`src/rtl/intvec_pkg.sv`:
```
package intvec_pkg;
  localparam int SLOT_W   = 4;
  localparam int NSLOT    = 1 << SLOT_W;
  localparam int LVL_W    = $clog2(NSLOT + 2);
  localparam int DEPTH    = NSLOT + 1;
  localparam int ADDR_W   = 6;

  localparam logic [ADDR_W-1:0] A_RAW    = 6'h00;
  localparam logic [ADDR_W-1:0] A_MASKED = 6'h01;
  localparam logic [ADDR_W-1:0] A_FAST   = 6'h02;
  localparam logic [ADDR_W-1:0] A_ENSET  = 6'h03;
  localparam logic [ADDR_W-1:0] A_ENCLR  = 6'h04;
  localparam logic [ADDR_W-1:0] A_CLASS  = 6'h05;
  localparam logic [ADDR_W-1:0] A_VECT   = 6'h06;
  localparam logic [ADDR_W-1:0] A_DEFV   = 6'h07;
  localparam int                A_SLOT0  = 16;
  localparam int                A_CFG0   = 32;

  typedef struct packed {
    logic              vect;
    logic [SLOT_W-1:0] slot;
  } src_cfg_t;

  localparam int CFG_W = $bits(src_cfg_t);
  localparam logic [LVL_W-1:0] LVL_NONVEC = LVL_W'(NSLOT);
  localparam logic [LVL_W-1:0] LVL_IDLE   = LVL_W'(NSLOT + 1);

  // Priority level of a source: its slot when vectored, otherwise just below all slots.
  function automatic logic [LVL_W-1:0] cfg_level(src_cfg_t c);
    if (c.vect) return LVL_W'(c.slot);
    return LVL_NONVEC;
  endfunction

  // Clear the lowest set bit of an in-service mask (the highest-priority level).
  function automatic logic [DEPTH-1:0] drop_lowest(logic [DEPTH-1:0] m);
    return m & (m - DEPTH'(1));
  endfunction
endpackage

```
`src/rtl/intvec_regs.sv`:
```
module intvec_regs
  import intvec_pkg::*;
#(
  parameter int NSRC = 32,
  parameter int DW   = 32
) (
  input  logic              clk,
  input  logic              rst_n,
  input  logic              wr,
  input  logic [ADDR_W-1:0] addr,
  input  logic [DW-1:0]     wdata,
  output logic [NSRC-1:0]   en,
  output logic [NSRC-1:0]   cls,
  output src_cfg_t          cfg       [NSRC],
  output logic [DW-1:0]     slot_addr [NSLOT],
  output logic [DW-1:0]     def_addr,
  output logic [DW-1:0]     cfg_rdata
);
  logic [NSRC-1:0] wbits;
  assign wbits = wdata[NSRC-1:0];

  always_ff @(posedge clk) begin
    if (!rst_n) begin
      en       <= '0;
      cls      <= '0;
      def_addr <= '0;
      for (int i = 0; i < NSRC; i++)  cfg[i]       <= '0;
      for (int k = 0; k < NSLOT; k++) slot_addr[k] <= '0;
    end else if (wr) begin
      if (addr == A_ENSET) en       <= en | wbits;
      if (addr == A_ENCLR) en       <= en & ~wbits;
      if (addr == A_CLASS) cls      <= wbits;
      if (addr == A_DEFV)  def_addr <= wdata;
      for (int k = 0; k < NSLOT; k++)
        if (addr == ADDR_W'(A_SLOT0 + k)) slot_addr[k] <= wdata;
      for (int i = 0; i < NSRC; i++)
        if (addr == ADDR_W'(A_CFG0 + i)) cfg[i] <= wdata[CFG_W-1:0];
    end
  end

  always_comb begin
    cfg_rdata = '0;
    if (addr == A_ENSET || addr == A_ENCLR) cfg_rdata = DW'(en);
    if (addr == A_CLASS) cfg_rdata = DW'(cls);
    if (addr == A_DEFV)  cfg_rdata = def_addr;
    for (int k = 0; k < NSLOT; k++)
      if (addr == ADDR_W'(A_SLOT0 + k)) cfg_rdata = slot_addr[k];
    for (int i = 0; i < NSRC; i++)
      if (addr == ADDR_W'(A_CFG0 + i)) cfg_rdata = DW'(cfg[i]);
  end

  // every bit named by a clear write is off afterwards
  assert_enable_clear_R2: assert property (@(posedge clk) disable iff (!rst_n)
    (wr && addr == A_ENCLR) |=> ((en & $past(wbits)) == '0));
endmodule

```
`src/rtl/intvec_arb.sv`:
```
module intvec_arb
  import intvec_pkg::*;
#(
  parameter int NSRC = 32
) (
  input  logic                       clk,
  input  logic                       rst_n,
  input  logic [NSRC-1:0]            elig,
  input  logic [NSRC-1:0][LVL_W-1:0] lvl,
  input  logic [LVL_W-1:0]           cur_lvl,
  output logic                       win_valid,
  output logic [LVL_W-1:0]           win_lvl
);
  localparam int IDX_W = (NSRC > 1) ? $clog2(NSRC) : 1;
  logic [IDX_W-1:0] win_idx;

  // Strict compare keeps the lowest source number among equal levels.
  always_comb begin
    win_valid = 1'b0;
    win_idx   = '0;
    win_lvl   = LVL_IDLE;
    for (int s = 0; s < NSRC; s++) begin
      if (elig[s] && (lvl[s] < cur_lvl) && (lvl[s] < win_lvl)) begin
        win_valid = 1'b1;
        win_idx   = IDX_W'(s);
        win_lvl   = lvl[s];
      end
    end
  end

  // a winner is always a pending source strictly above the in-service level
  assert_winner_above_service_R9: assert property (@(posedge clk) disable iff (!rst_n)
    win_valid |-> (elig[win_idx] && (lvl[win_idx] < cur_lvl)));
endmodule

```
`src/rtl/intvec_stack.sv`:
```
module intvec_stack
  import intvec_pkg::*;
(
  input  logic             clk,
  input  logic             rst_n,
  input  logic             push,
  input  logic [LVL_W-1:0] push_lvl,
  input  logic             pop,
  output logic [LVL_W-1:0] cur_lvl
);
  localparam logic [DEPTH-1:0] ONE = DEPTH'(1);
  logic [DEPTH-1:0] mask;

  // Nesting only ever enters a higher priority, so the lowest set bit is the top.
  always_comb begin
    cur_lvl = LVL_IDLE;
    for (int l = DEPTH - 1; l >= 0; l--)
      if (mask[l]) cur_lvl = LVL_W'(l);
  end

  always_ff @(posedge clk) begin
    if (!rst_n)    mask <= '0;
    else if (pop)  mask <= drop_lowest(mask);
    else if (push) mask <= mask | (ONE << push_lvl);
  end

  // each accepted vector read adds exactly one level
  assert_push_adds_level_R9: assert property (@(posedge clk) disable iff (!rst_n)
    (push && !pop) |=> ($countones(mask) == $past($countones(mask)) + 1));
  // an end-of-service write removes exactly one level when any is held
  assert_pop_removes_level_R10: assert property (@(posedge clk) disable iff (!rst_n)
    (pop && mask != '0) |=> ($countones(mask) + 1 == $past($countones(mask))));
endmodule

```
`src/rtl/intvec_ctrl.sv`:
```
module intvec_ctrl
  import intvec_pkg::*;
#(
  parameter int NSRC = 32,
  parameter int DW   = 32
) (
  input  logic              clk,
  input  logic              rst_n,
  input  logic [NSRC-1:0]   irq_src,
  input  logic              reg_wr,
  input  logic              reg_rd,
  input  logic [ADDR_W-1:0] reg_addr,
  input  logic [DW-1:0]     reg_wdata,
  output logic [DW-1:0]     reg_rdata,
  output logic              fiq_out,
  output logic              irq_out
);
  logic [NSRC-1:0]            en, cls;
  src_cfg_t                   cfg       [NSRC];
  logic [DW-1:0]              slot_addr [NSLOT];
  logic [DW-1:0]              def_addr, cfg_rdata, vec_data;
  logic [NSRC-1:0]            masked, fast_pend, norm_pend;
  logic [NSRC-1:0][LVL_W-1:0] src_lvl;
  logic [LVL_W-1:0]           cur_lvl, win_lvl;
  logic                       win_valid, vec_rd, vec_wr, push;

  intvec_regs #(.NSRC(NSRC), .DW(DW)) u_regs (
    .clk(clk), .rst_n(rst_n), .wr(reg_wr), .addr(reg_addr), .wdata(reg_wdata),
    .en(en), .cls(cls), .cfg(cfg), .slot_addr(slot_addr), .def_addr(def_addr),
    .cfg_rdata(cfg_rdata)
  );

  assign masked    = irq_src & en;
  assign fast_pend = masked & cls;
  assign norm_pend = masked & ~cls;

  for (genvar g = 0; g < NSRC; g++) begin : g_lvl
    assign src_lvl[g] = cfg_level(cfg[g]);
  end

  intvec_arb #(.NSRC(NSRC)) u_arb (
    .clk(clk), .rst_n(rst_n), .elig(norm_pend), .lvl(src_lvl), .cur_lvl(cur_lvl),
    .win_valid(win_valid), .win_lvl(win_lvl)
  );

  assign vec_rd = reg_rd && (reg_addr == A_VECT);
  assign vec_wr = reg_wr && (reg_addr == A_VECT);
  assign push   = vec_rd && win_valid && !vec_wr;

  intvec_stack u_stack (
    .clk(clk), .rst_n(rst_n), .push(push), .push_lvl(win_lvl), .pop(vec_wr),
    .cur_lvl(cur_lvl)
  );

  assign fiq_out  = |fast_pend;
  assign irq_out  = win_valid && !fiq_out;
  assign vec_data = (win_valid && win_lvl < LVL_NONVEC) ? slot_addr[win_lvl[SLOT_W-1:0]]
                                                        : def_addr;

  always_comb begin
    case (reg_addr)
      A_RAW:    reg_rdata = DW'(irq_src);
      A_MASKED: reg_rdata = DW'(masked);
      A_FAST:   reg_rdata = DW'(fast_pend);
      A_VECT:   reg_rdata = vec_data;
      default:  reg_rdata = cfg_rdata;
    endcase
  end

  // with every request line masked off, neither output rises
  assert_disabled_silent_R4: assert property (@(posedge clk) disable iff (!rst_n)
    (masked == '0) |-> (!fiq_out && !irq_out));
  // a fast request and a normal request are never presented together
  assert_fast_blocks_normal_R6: assert property (@(posedge clk) disable iff (!rst_n)
    fiq_out |-> !irq_out);
endmodule

```
`config.mk`:
```
export PLATFORM = sky130hd
export DESIGN_NAME = intvec_ctrl
export DESIGN_NICKNAME = d
export VERILOG_FILES = /design/src/rtl/intvec_pkg.sv /design/src/rtl/intvec_regs.sv /design/src/rtl/intvec_arb.sv /design/src/rtl/intvec_stack.sv /design/src/rtl/intvec_ctrl.sv
export SDC_FILE = /design/constraint.sdc
export NUM_CORES = 2
export LEC_CHECK = 0
export BUFFER_PORTS_ARGS = -buffer_cell sky130_fd_sc_hd__buf_4
export CORE_MARGIN = 1.5
export CORE_UTILIZATION = 37
export CTS_CLUSTER_DIAMETER = 150
export DETAILED_ROUTE_END_ITERATION = 6
export GPL_TIMING_DRIVEN = 0
export HOLD_SLACK_MARGIN = 0.02
export PLACE_DENSITY = 0.5
export SETUP_SLACK_MARGIN = 0.3
export SLEW_MARGIN = 20
export SYNTH_ARGS = -nofsm -noshare
export SYNTH_HDL_FRONTEND = slang
export SYNTH_SLANG_ARGS = --single-unit
```
`constraint.sdc`:
```
create_clock -name clk -period 60.4 [get_ports clk]
set_clock_uncertainty 0.05 [all_clocks]
set_input_delay 3.02 -clock clk [delete_from_list [all_inputs] [get_ports clk]]
set_output_delay 3.02 -clock clk [all_outputs]
set_load 0.02 [all_outputs]
```
==> qor.csv <==
metric,value,unit
cp_common_cell,ha_1,
antenna_found_initial,58,
finalHoldViolations,0,
grt_usage,47.3,%
dr_total_vias,61549,
p_sw,389,µW
viasPerCell,6.78,
avgSynthCellArea,7.37,µm²
status,finished with violations,
rr_worst_depth,256,
fin_ws,3.64,ns
power.density,22.1,nW/µm²
critPathSlowestCell,buf_2,
dp_slack,-2.48,ns
port_buffers,70,
leakage,20.9,nW
crit_path_max_incr_delay,0.69,ns
ys_ff_latch,785,
core_area,137000,µm²
seqPwrFrac,40.2,%
h-tree-depth,3,
holdWs,0.421,ns
min_to,u_regs.cfg[93],
required,57.33,ns
synth_async_sr_flop_share,0,%
power,1.30,mW
power.internal,914,µW
syn2layout_area_growth,15.5,%
start_kind,primary input,
drc_errors,17,
dpl.hpwl,266000,µm
synthCells,6926,
pwr-share-comb,12.6,%
setup_violations,0,
clkSinkCount,785,
gp_congestion,1.10,
vdd_ir_drop_max,0.0000189,V
yosys.cell_types.count,113,
clock_path_buffers,3,
slew_headroom,6.51,%
clkTransAtPathRegs,0.06,ns
final_max_slew_viol_count,0,
swShare,29.9,%
violations,design-rule violations,
period_minus_slack,56.76,ns
holdBufCountCts,0,
yosys_warnings,0,
design_area,58900,µm²
rrSetupSlack,7.68,ns
cap_violations,0,
post_dp_cell_area,54400,µm²
start_util,37.2,%
worstPathArrival,53.69,ns
hold_start,u_regs.cfg[93],
fillers,14297,
reg2reg_to,u_stack.mask[7],
ctsRootBufferMaster,clkbuf_16,
syn-cell-area,51000,µm²
cts_inserted_buffers,91,
overflow,0,
post_drt_wl_per_cell,38.1,µm
ys_seq_area_share,30.8,%
grt_pass1_wl,461000,µm
grt_pass1_vias,55539,
drt-total-wl,346000,µm
clk_latency,0.75,ns
criticalPathCategory,in2out,
syn_nets,7163,
io_pins,108,
finalNetCount,7418,
max_slew.worst_pin.slew,1.40,ns
drtPass1Iterations,7,
synth-edff-count,0,
cts_tree,done,
yosys_most_used_dff,dfxtp_1,
rr_startpoint,u_stack.mask[4],
die_w,374,µm
drt_iter0_drc,9994,
post-route-util,43.0,%
cp_max_fo,10,
ant_nets,0,
drive_above_1_share,9.16,%
die_y,374,µm
pwr-share-clk,47.1,%
finalCritPeriodShare,94.0,%
critPathCaptureType,output port,
min_path_cells,2,
row_count,136,
hold_class,reg2reg,
max_freq,17.6,MHz
grt_max_degree,22,
dieArea,140000,µm²
## sequential cells by signal, indices dropped and copies added, names as in the netlist, named ones only
name,count
u_regs.slot_addr,512
u_regs.def_addr,32
u_stack.mask,17
u_regs.cls,32
u_regs.cfg,160
## area by class of cell
cell class	count	area [µm²]	share of cell area, %
Buffer	541	2470	4.19
Inverter	152	571	0.968
Clock buffer	124	2580	4.39
Sequential cell	785	15700	26.7
Multi-Input combinational cell	5448	33300	56.5
Antenna cell	33	82.6	0.140
Clock inverter	40	574	0.975
Tap cell	1794	2240	3.81
Timing Repair Buffer	162	1420	2.40
## placed cells by master, fill, tap and decap left out, drive strengths merged, types with 160 or more instances in the layout
cell type  instances
nand2           1739
dfxtp            785
a21boi           747
clkbuf           581
a21oi            367
nand3            324
nor2             280
o21ai            264
buf              246
ha               163
mux2i            160
## what timing repair did
item	in CTS	in global routing
pin swaps	2	30
endpoints found under the setup margin	33	50
buffers inserted	11	52
gates cloned	0	0
resized for setup	65	154
## worst max-delay path, delay by kind of cell
family,cells,cell delay (ns)
AND/OR/NAND/NOR,96,16.02
buffers and inverters,22,4.16
AO/OA/AOI/OAI,95,19.26
adder cells (fa/ha/maj),30,7.86
multiplexers,9,3.24
## layer usage
layer  global-route usage (%)  share of wire (%)  vias to the layer above
li1                         -                  -                    25563
met1                     59.5                 39                    29971
met2                     65.6                 39                     4561
met3                     18.7                 13                     1412
met4                     32.5                8.4                       42
met5                     1.06               0.25                        -
## power by group through the flow
| stage | Clock, mW | Sequential (mW) | Combinational [mW] |
|---|---|---|---|
| 6_report | 0.614 | 0.524 | 0.165 |
| 2_1_floorplan | 0 | 0.533 | 0.0731 |
| 5_1_grt | 0.631 | 0.523 | 0.160 |
| 3_5_place_dp | 0 | 0.535 | 0.145 |
| 3_3_place_gp | 0 | 0.535 | 0.144 |
| 4_1_cts | 0.610 | 0.524 | 0.147 |
## cell families after synthesis
group / share of synthesized area [%]
flops: 30.8
mux: 3.87
buf+inv: 5.37
fa+ha+maj: 4.20
compound gates: 32.1
simple gates: 23.6
## synth_stat cells (70+ instances only)
| cell | number | share of area, % |
|---|---|---|
| a21boi_0 | 740 | 11 |
| a21oi_1 | 363 | 3.6 |
| a221oi_1 | 71 | 1.2 |
| a22oi_1 | 141 | 2.1 |
| and2_1 | 81 | 0.99 |
| clkbuf_1 | 464 | 3.4 |
| dfxtp_1 | 785 | 31 |
| ha_1 | 163 | 4.0 |
| inv_1 | 148 | 1.1 |
| mux2i_1 | 159 | 3.1 |
| nand2_1 | 1736 | 13 |
| nand3_1 | 324 | 3.2 |
| nand4_1 | 102 | 1.3 |
| nor2_1 | 279 | 2.1 |
| nor2b_1 | 70 | 0.86 |
| nor3_1 | 79 | 0.77 |
| o21ai_0 | 194 | 1.9 |
| o221ai_1 | 92 | 1.6 |
| o22ai_1 | 72 | 0.88 |
## stage by stage
step | TNS [ns] | instances
floorplan | 0 | 6926
global placement | -225.70 | 8790
detailed placement | -70.74 | 8815
CTS | 0 | 8990
global route | -1.74 | 9050
finish | 0 | 9079
## worst max-delay path by stage
| stage | from | to | cells after the start |
|---|---|---|---|
| 2_1_floorplan | u_stack.mask[12] | reg_rdata[4] | 257 |
| 3_3_place_gp | u_stack.mask[12] | reg_rdata[3] | 257 |
| 3_5_place_dp | irq_src[0] | reg_rdata[15] | 253 |
| 4_1_cts | irq_src[0] | reg_rdata[29] | 255 |
| 5_1_grt | irq_src[0] | reg_rdata[4] | 261 |
| 6_report | irq_src[0] | reg_rdata[25] | 252 |
Note: power is estimated with default switching activity, not from simulation.
